===== src/rtl/pgseq_pkg.sv =====
package pgseq_pkg;

    localparam int DATA_W = 64;
    localparam int WORD_W = 16;
    localparam int NWORDS = DATA_W / WORD_W;
    localparam int IDX_W  = $clog2(NWORDS);

    localparam logic [4:0] REG_PAGE  = 5'h10;
    localparam logic [4:0] REG_CMD   = 5'h11;
    localparam logic [4:0] REG_DATA0 = 5'h18;

    localparam logic [7:0] PAGE_NONE = 8'hFF;
    localparam logic [2:0] WID_8     = 3'd0;

    typedef enum logic [2:0] {
        S_IDLE,
        S_DATA_WR,
        S_PAGE_WR,
        S_CMD_WR,
        S_POLL_RD,
        S_POLL_WAIT,
        S_DATA_RD,
        S_FINISH
    } seq_state_t;

    function automatic logic [2:0] words_for(input logic [2:0] wcode);
        case (wcode)
            3'd0, 3'd1: words_for = 3'd1;
            3'd2:       words_for = 3'd2;
            3'd3:       words_for = 3'd3;
            default:    words_for = 3'd4;
        endcase
    endfunction

endpackage


===== src/rtl/pgseq_wait.sv =====
module pgseq_wait #(
    parameter int GAP_W = 8
) (
    input  logic             clk,
    input  logic             rst_n,
    input  logic             start,
    input  logic [GAP_W-1:0] gap,
    output logic             expired
);

    logic [GAP_W-1:0] cnt_q;

    always_ff @(posedge clk) begin
        if (!rst_n) begin
            cnt_q <= '0;
        end else if (start) begin
            cnt_q <= gap;
        end else if (cnt_q != '0) begin
            cnt_q <= cnt_q - 1'b1;
        end
    end

    assign expired = (cnt_q == GAP_W'(1));

endmodule


===== src/rtl/pgseq_gather.sv =====
module pgseq_gather
    import pgseq_pkg::*;
(
    input  logic              clk,
    input  logic              rst_n,
    input  logic              clr,
    input  logic              cap_en,
    input  logic [IDX_W-1:0]  cap_idx,
    input  logic [WORD_W-1:0] cap_word,
    input  logic              byte_only,
    input  logic              suppress,
    output logic [DATA_W-1:0] rdata
);

    logic [DATA_W-1:0] acc_q;

    always_ff @(posedge clk) begin
        if (!rst_n) begin
            acc_q <= '0;
        end else if (clr) begin
            acc_q <= '0;
        end else if (cap_en) begin
            acc_q[cap_idx*WORD_W +: WORD_W] <= cap_word;
        end
    end

    always_comb begin
        if (suppress) begin
            rdata = '0;
        end else if (byte_only) begin
            rdata = {{(DATA_W-8){1'b0}}, acc_q[7:0]};
        end else begin
            rdata = acc_q;
        end
    end

endmodule


===== src/rtl/pgseq_ctrl.sv =====
module pgseq_ctrl
    import pgseq_pkg::*;
#(
    parameter int POLL_MAX = 5
) (
    input  logic              clk,
    input  logic              rst_n,
    input  logic              req_valid,
    output logic              req_ready,
    input  logic [7:0]        req_page,
    input  logic [7:0]        req_offset,
    input  logic              req_write,
    input  logic [2:0]        req_width,
    input  logic [DATA_W-1:0] req_wdata,
    output logic              mg_valid,
    output logic              mg_write,
    output logic [4:0]        mg_reg,
    output logic [WORD_W-1:0] mg_wdata,
    input  logic              mg_done,
    input  logic              mg_err,
    input  logic [1:0]        poll_status,
    input  logic              gap_zero,
    output logic              wait_start,
    input  logic              wait_expired,
    output logic              clr,
    output logic              cap_en,
    output logic [IDX_W-1:0]  cap_idx,
    output logic              byte_only,
    output logic              suppress,
    output logic              done,
    output logic              done_err
);

    localparam int PCNT_W = $clog2(POLL_MAX + 1);

    seq_state_t        state_q, state_d;
    logic [7:0]        page_q, off_q, cache_q;
    logic              wr_q;
    logic [2:0]        width_q;
    logic [DATA_W-1:0] wdata_q;
    logic [IDX_W-1:0]  idx_q;
    logic [IDX_W-1:0]  last_idx;
    logic [PCNT_W-1:0] poll_q;
    logic              err_q;

    logic xfer_ok, xfer_bad, poll_busy, timeout, page_new, is_last;

    assign last_idx  = IDX_W'(words_for(width_q) - 3'd1);
    assign is_last   = (idx_q == last_idx);
    assign xfer_ok   = mg_done && !mg_err;
    assign xfer_bad  = mg_done && mg_err;
    assign poll_busy = (poll_status != 2'b00);
    assign page_new  = (page_q != cache_q);
    assign timeout   = (state_q == S_POLL_RD) && xfer_ok && poll_busy &&
                       (poll_q == PCNT_W'(POLL_MAX - 1));

    // next state
    always_comb begin
        state_d = state_q;
        unique case (state_q)
            S_IDLE: begin
                if (req_valid) begin
                    if (req_write)                  state_d = S_DATA_WR;
                    else if (req_page != cache_q)   state_d = S_PAGE_WR;
                    else                            state_d = S_CMD_WR;
                end
            end
            S_DATA_WR: begin
                if (xfer_bad)                       state_d = S_FINISH;
                else if (xfer_ok && is_last)        state_d = page_new ? S_PAGE_WR : S_CMD_WR;
            end
            S_PAGE_WR: begin
                if (xfer_bad)                       state_d = S_FINISH;
                else if (xfer_ok)                   state_d = S_CMD_WR;
            end
            S_CMD_WR: begin
                if (xfer_bad)                       state_d = S_FINISH;
                else if (xfer_ok)                   state_d = S_POLL_RD;
            end
            S_POLL_RD: begin
                if (xfer_bad)                       state_d = S_FINISH;
                else if (xfer_ok) begin
                    if (!poll_busy)                 state_d = wr_q ? S_FINISH : S_DATA_RD;
                    else if (timeout)               state_d = S_FINISH;
                    else                            state_d = gap_zero ? S_POLL_RD : S_POLL_WAIT;
                end
            end
            S_POLL_WAIT: begin
                if (wait_expired)                   state_d = S_POLL_RD;
            end
            S_DATA_RD: begin
                if (xfer_bad)                       state_d = S_FINISH;
                else if (xfer_ok && is_last)        state_d = S_FINISH;
            end
            S_FINISH:                               state_d = S_IDLE;
            default:                                state_d = S_IDLE;
        endcase
    end

    // state register
    always_ff @(posedge clk) begin
        if (!rst_n) state_q <= S_IDLE;
        else        state_q <= state_d;
    end

    // request context, page cache, counters
    always_ff @(posedge clk) begin
        if (!rst_n) begin
            cache_q <= PAGE_NONE;
            page_q  <= '0;
            off_q   <= '0;
            wr_q    <= 1'b0;
            width_q <= '0;
            wdata_q <= '0;
            idx_q   <= '0;
            poll_q  <= '0;
            err_q   <= 1'b0;
        end else begin
            if (state_q == S_IDLE && req_valid) begin
                page_q  <= req_page;
                off_q   <= req_offset;
                wr_q    <= req_write;
                width_q <= req_width;
                wdata_q <= req_wdata;
                idx_q   <= '0;
                poll_q  <= '0;
                err_q   <= 1'b0;
            end
            if (xfer_bad && state_q != S_IDLE) err_q <= 1'b1;
            if (timeout)                       err_q <= 1'b1;
            if ((state_q == S_DATA_WR || state_q == S_DATA_RD) && xfer_ok)
                idx_q <= is_last ? '0 : idx_q + 1'b1;
            if (state_q == S_PAGE_WR && xfer_ok)
                cache_q <= page_q;
            if (state_q == S_POLL_RD && xfer_ok && poll_busy)
                poll_q <= poll_q + 1'b1;
        end
    end

    // outputs
    always_comb begin
        req_ready  = (state_q == S_IDLE);
        mg_valid   = 1'b0;
        mg_write   = 1'b0;
        mg_reg     = REG_CMD;
        mg_wdata   = '0;
        unique case (state_q)
            S_DATA_WR: begin
                mg_valid = 1'b1;
                mg_write = 1'b1;
                mg_reg   = REG_DATA0 + 5'(idx_q);
                mg_wdata = wdata_q[idx_q*WORD_W +: WORD_W];
            end
            S_PAGE_WR: begin
                mg_valid = 1'b1;
                mg_write = 1'b1;
                mg_reg   = REG_PAGE;
                mg_wdata = {page_q, 8'h01};
            end
            S_CMD_WR: begin
                mg_valid = 1'b1;
                mg_write = 1'b1;
                mg_reg   = REG_CMD;
                mg_wdata = {off_q, 6'b0, wr_q ? 2'b01 : 2'b10};
            end
            S_POLL_RD: begin
                mg_valid = 1'b1;
                mg_reg   = REG_CMD;
            end
            S_DATA_RD: begin
                mg_valid = 1'b1;
                mg_reg   = REG_DATA0 + 5'(idx_q);
            end
            default: ;
        endcase
        wait_start = (state_q == S_POLL_RD) && xfer_ok && poll_busy && !timeout && !gap_zero;
        clr        = (state_q == S_IDLE) && req_valid;
        cap_en     = (state_q == S_DATA_RD) && xfer_ok;
        cap_idx    = idx_q;
        byte_only  = (width_q == WID_8);
        suppress   = err_q || wr_q;
        done       = (state_q == S_FINISH);
        done_err   = err_q;
    end

endmodule


===== src/rtl/pg_reg_seq.sv =====
module pg_reg_seq
    import pgseq_pkg::*;
#(
    parameter int         GAP_W    = 8,
    parameter int         POLL_MAX = 5,
    parameter logic [4:0] PHY_ADDR = 5'h1E
) (
    input  logic              clk,
    input  logic              rst_n,
    input  logic              req_valid,
    output logic              req_ready,
    input  logic [7:0]        req_page,
    input  logic [7:0]        req_offset,
    input  logic              req_write,
    input  logic [2:0]        req_width,
    input  logic [63:0]       req_wdata,
    input  logic [GAP_W-1:0]  poll_gap,
    output logic              mg_valid,
    output logic              mg_write,
    output logic [4:0]        mg_phy,
    output logic [4:0]        mg_reg,
    output logic [15:0]       mg_wdata,
    input  logic              mg_done,
    input  logic              mg_err,
    input  logic [15:0]       mg_rdata,
    output logic              done,
    output logic              done_err,
    output logic [63:0]       done_rdata
);

    logic             wait_start, wait_expired;
    logic             clr, cap_en, byte_only, suppress;
    logic [IDX_W-1:0] cap_idx;

    assign mg_phy = PHY_ADDR;

    pgseq_ctrl #(.POLL_MAX(POLL_MAX)) u_ctrl (
        .clk          (clk),
        .rst_n        (rst_n),
        .req_valid    (req_valid),
        .req_ready    (req_ready),
        .req_page     (req_page),
        .req_offset   (req_offset),
        .req_write    (req_write),
        .req_width    (req_width),
        .req_wdata    (req_wdata),
        .mg_valid     (mg_valid),
        .mg_write     (mg_write),
        .mg_reg       (mg_reg),
        .mg_wdata     (mg_wdata),
        .mg_done      (mg_done),
        .mg_err       (mg_err),
        .poll_status  (mg_rdata[1:0]),
        .gap_zero     (poll_gap == '0),
        .wait_start   (wait_start),
        .wait_expired (wait_expired),
        .clr          (clr),
        .cap_en       (cap_en),
        .cap_idx      (cap_idx),
        .byte_only    (byte_only),
        .suppress     (suppress),
        .done         (done),
        .done_err     (done_err)
    );

    pgseq_wait #(.GAP_W(GAP_W)) u_wait (
        .clk     (clk),
        .rst_n   (rst_n),
        .start   (wait_start),
        .gap     (poll_gap),
        .expired (wait_expired)
    );

    pgseq_gather u_gather (
        .clk       (clk),
        .rst_n     (rst_n),
        .clr       (clr),
        .cap_en    (cap_en),
        .cap_idx   (cap_idx),
        .cap_word  (mg_rdata),
        .byte_only (byte_only),
        .suppress  (suppress),
        .rdata     (done_rdata)
    );

endmodule


===== config.mk =====
export PLATFORM = sky130hd
export DESIGN_NAME = pg_reg_seq
export DESIGN_NICKNAME = d
export VERILOG_FILES = /design/src/rtl/pgseq_pkg.sv /design/src/rtl/pgseq_wait.sv /design/src/rtl/pgseq_gather.sv /design/src/rtl/pgseq_ctrl.sv /design/src/rtl/pg_reg_seq.sv
export SDC_FILE = /design/constraint.sdc
export NUM_CORES = 1
export LEC_CHECK = 0
export CORE_UTILIZATION = 30
export CTS_CLUSTER_DIAMETER = 60
export DETAILED_ROUTE_END_ITERATION = 10
export DONT_BUFFER_PORTS = 1
export HOLD_SLACK_MARGIN = 0.03
export SYNTH_ARGS = -nofsm -noshare
export SYNTH_HDL_FRONTEND = slang
export SYNTH_SLANG_ARGS = --single-unit

===== constraint.sdc =====
create_clock -name clk -period 4.84 [get_ports clk]
set_input_delay 0.242 -clock clk [delete_from_list [all_inputs] [get_ports clk]]
set_output_delay 0.242 -clock clk [all_outputs]
set_load 0.01 [all_outputs]

==> reports/summary.md <==
The run finished with clean final reports. For this run the aggregate overflow at the end of global routing stands at 0. Based on the critical path, the design can be clocked at up to 323.8 MHz.

Adding up every negative setup slack in the final design gives 0 ns. Port buffering added 0 buffers. The run gives 4.60 ns as the data required time at the worst endpoint.

Number of hold-slack violations in the final timing report: 0. Setup repair after global routing left no endpoint under its margin. In this run the clock root is driven by a sky130_fd_sc_hd__clkbuf_16.

The endpoint kind of the worst setup timing path is an output port. The pre-antenna-repair detailed-routing pass consisted of 5 iterations. The tools report the type of origin of the critical path as a flip-flop. The detailed router placed 7,265 vias in this run. The later pin in the worst-skew pair is clocked with a latency of 0.44 ns.

The final critical-path required period is 3.088 ns, and the site row count is 59. Combinational logic is responsible for 27.1% of the overall power. Once the floorplan was initialized, standard cells occupied 30.91% of the core. The measured slew at the worst slew-check pin came out at 1.089 ns.

The die width is 166.8 um. For the critical path arrival, the log shows 2.85 ns. The final layout contains 1,210 nets. The share of the Yosys chip area taken by registers is 42.52%. The setup path with the least slack is of type flip-flop to output port. VDD sags by at most 0.2329 mV. Counting flops and latches in the post-synthesis netlist gives 173. The run gives 1.680 mW as the power dissipated by switching net loads.

For this run, global-route usage on met3 was measured as 5.062%. Power comes to 4.419 mW. Routability-driven placement finished with a final weighted congestion of 0.8115. Clock tree synthesis inserted a total of 17 buffers. Cells with a size suffix above 1 make up 6.903% of the layout.

For the final database, setup skew stands at 0.01437 ns. Entering global routing, the biggest net connects 64 pins. The internal power of the cells totals 2.739 mW. Hold timing on the final database bottoms out at a slack of 0.1285 ns.

The number of flops mapped to enable cells by yosys is 0, and the routing usage on met1 is 20.95%. Count of synthesis-stage warnings from yosys: 0. In this run the vertical extent of the chip is 166.8 um. The detailed router's first-iteration violation count is 404.

The area of the mapped netlist is 8145 sq um, and the initial antenna violation count is 0. A synthesized cell averages 7.908 sq um. The HPWL after detailed placement is 16,390 um.

Summed over all layers, the routed wires come to 24,330 um. The proportion of register bits with asynchronous set or reset after synthesis was 0%. The signed area change from the synthesized netlist to the final layout was 22.32%; the fraction of post-synthesis cell area in the top cell type by area was 42.52%. TritonCTS built the clock tree. The worst hold path belongs to the class primary input to flip-flop. The tools report the count of distinct cell types in the synthesized netlist as 55. Per report_power, the sequential group accounts for 40.0% of the total. The detail route stage leaves a number of antenna-violating nets equal to 0. The reg-to-reg setup timing slack came out at 1.83 ns. 208 I/O pins were placed. Dividing the detail-routed via count by the number of cells gives 5.059. Clock-pin slew was measured on the worst setup and hold paths at 0.07 ns. The post-route DRC violation count was 0. Synthesis produced 1,030 cells. The run gives 37,830 um as the first-pass GRT wire length. The via count of the first global-routing pass is 6,880, and the count of final setup violators is 0.

The most heavily used metal layer in global routing is met2. The tools report the overall fraction of global-route tracks in use as 17.26%. Including well taps, the total number of placed cells is 1,295. The tools report the clock tree buffer depth as 2. Global routing consumed, on the met2 layer, 28.79% of the routing resources. The count of cells in the finished layout, fillers not included, comes to 1,436.

The tool flagged a number of max-cap violations equal to 0. In the final routed layout, each cell accounts on average for 16.94 um. The peak fanout along the critical path was 23; the final clock period utilization by the worst path was 63.80%. In the synthesized netlist the dominant register cell turns out to be sky130_fd_sc_hd__dfxtp_1.

The clock tree synthesis step divided the H-tree into 4 levels. The repair_antennas step left the layout with diodes totalling 0. The number of max-slew violations in the final report was 0; the total leakage power was 3.504 nW. OpenSTA, run right after detailed placement, puts the worst setup slack at 1.822 ns.

The share of total power dissipated in the clock network is 32.9%. Net switching is 38.02% of the power. For this design the ratio of total power to cell area is 443.6 nW/um^2.

After layout, the worst setup slack is 1.752 ns. The worst pin sits at a relative slew slack of 27.06%. The tools report the die area as 27,810 sq um. The clock drives 173 sinks. After synthesis, the cell types taking the most area are sky130_fd_sc_hd__dfxtp_1, sky130_fd_sc_hd__nand2_1, sky130_fd_sc_hd__a21oi_1. The library cell with the largest summed area after synthesis is sky130_fd_sc_hd__dfxtp_1. The core box area is 26,350 sq um.
## power groups by stage
stage | Clock (mW) | Sequential, mW | Combinational, mW
after global routing | 1.54 | 1.79 | 1.32
after global placement | 0 | 1.79 | 1.09
after CTS | 1.49 | 1.76 | 1.20
final | 1.45 | 1.77 | 1.20
after floorplan | 0 | 1.73 | 0.932
after detailed placement | 0 | 1.80 | 1.11
## metrics by stage
step	cell area [sq um]	util [%]
3_5_place_dp	8247	31.29
2_1_floorplan	8164	-
5_1_grt	9963	37.81
3_3_place_gp	8247	31.29
4_1_cts	9963	37.81
6_report	9963	37.81
## per-layer routing
layer	vias up	wire length [um]
met5	-	0
met4	0	637
met3	35	1612
met2	252	11640
met1	3411	10440
li1	3567	-
## cells by family after synthesis
group / Yosys count / share of synthesized area [%]
simple gates: 498 / 29.05
buf+inv: 94 / 5.545
compound gates: 207 / 13.49
mux: 26 / 5.653
fa+ha+maj: 10 / 1.505
other cells: 2 / 0.09220
flops: 173 / 42.52
xor+xnor: 20 / 2.151
## layout make-up
class / instances / area, sq um
inverter: 12 / 45.04
multi-input combinational: 768 / 4265
clock inverter: 15 / 200.2
clock buffer: 17 / 425.4
fill: 2710 / 16390
tap: 335 / 419.2
sequential: 173 / 3465
timing repair buffer: 116 / 1144
## worst paths after layout
path,startpoint,end,cells past startpoint
min,mg_err,u_ctrl.state_q[1],2
min reg2reg,u_gather.acc_q[0],u_gather.acc_q[0],2
max,u_ctrl.state_q[1],mg_wdata[14],4
max reg2reg,u_ctrl.cap_idx[0],u_gather.acc_q[37],5
## cells in the final DEF (no fill, tap or decap), drive strengths merged, types with 8 or more instances in the layout
cell type / Yosys / final
a21oi: 179 / 179
and2: 72 / 72
clkbuf: 37 / 17
dfxtp: 173 / 173
dlygate4sd3: 0 / 109
ha: 9 / 9
inv: 11 / 23
mux2i: 10 / 10
mux4: 16 / 16
nand2: 277 / 277
nand3: 73 / 73
nor2: 30 / 30
nor3: 12 / 12
nor4: 10 / 10
o21ai: 8 / 8
xor2: 19 / 19
## synthesized netlist by cell type, types with 2 or more instances
library cell                 n
sky130_fd_sc_hd__o211a_1     2
sky130_fd_sc_hd__nor2b_1     6
sky130_fd_sc_hd__nor4_1      7
sky130_fd_sc_hd__nor2_1     30
sky130_fd_sc_hd__a31oi_1     4
sky130_fd_sc_hd__dfxtp_1   173
sky130_fd_sc_hd__and2_1     72
sky130_fd_sc_hd__nor3_1     10
sky130_fd_sc_hd__ha_1        9
sky130_fd_sc_hd__buf_2      25
sky130_fd_sc_hd__a311oi_1    3
sky130_fd_sc_hd__nor3b_2     2
sky130_fd_sc_hd__nand2_1   276
sky130_fd_sc_hd__a21oi_1   179
sky130_fd_sc_hd__or4_1       2
sky130_fd_sc_hd__a211oi_1    2
sky130_fd_sc_hd__nand2b_1    2
sky130_fd_sc_hd__or3b_1      2
sky130_fd_sc_hd__nor3_4      2
sky130_fd_sc_hd__nor3b_1     2
sky130_fd_sc_hd__mux2i_1    10
sky130_fd_sc_hd__nor4_4      3
sky130_fd_sc_hd__buf_4      16
sky130_fd_sc_hd__o21ai_0     7
sky130_fd_sc_hd__inv_1      10
sky130_fd_sc_hd__conb_1      2
sky130_fd_sc_hd__clkbuf_1   37
sky130_fd_sc_hd__nand3_1    72
sky130_fd_sc_hd__xor2_1     19
sky130_fd_sc_hd__buf_1       3
sky130_fd_sc_hd__o31ai_1     2
sky130_fd_sc_hd__mux4_2     16
## sequential cells by signal (all words and copies together) (netlist names), 8 cells and up
register        count
u_ctrl.page_q       8
u_gather.acc_q     64
u_ctrl.wdata_q     64
u_wait.cnt_q        8
u_ctrl.off_q        8
u_ctrl.cache_q      8
## worst max-delay path: stages (launching register included)
cell and delay, ns:
sky130_fd_sc_hd__dfxtp_1 0.94, sky130_fd_sc_hd__inv_2 0.32, sky130_fd_sc_hd__nor2_1 0.69, sky130_fd_sc_hd__a21oi_1 0.23, sky130_fd_sc_hd__nor2_1 0.23
## what timing repair did
action,4_1_cts,5_1_grt
hold endpoints to repair,168,0
resized for setup,0,0
setup buffers,0,0
hold buffers,109,0
(Power assumes the default switching activity.)
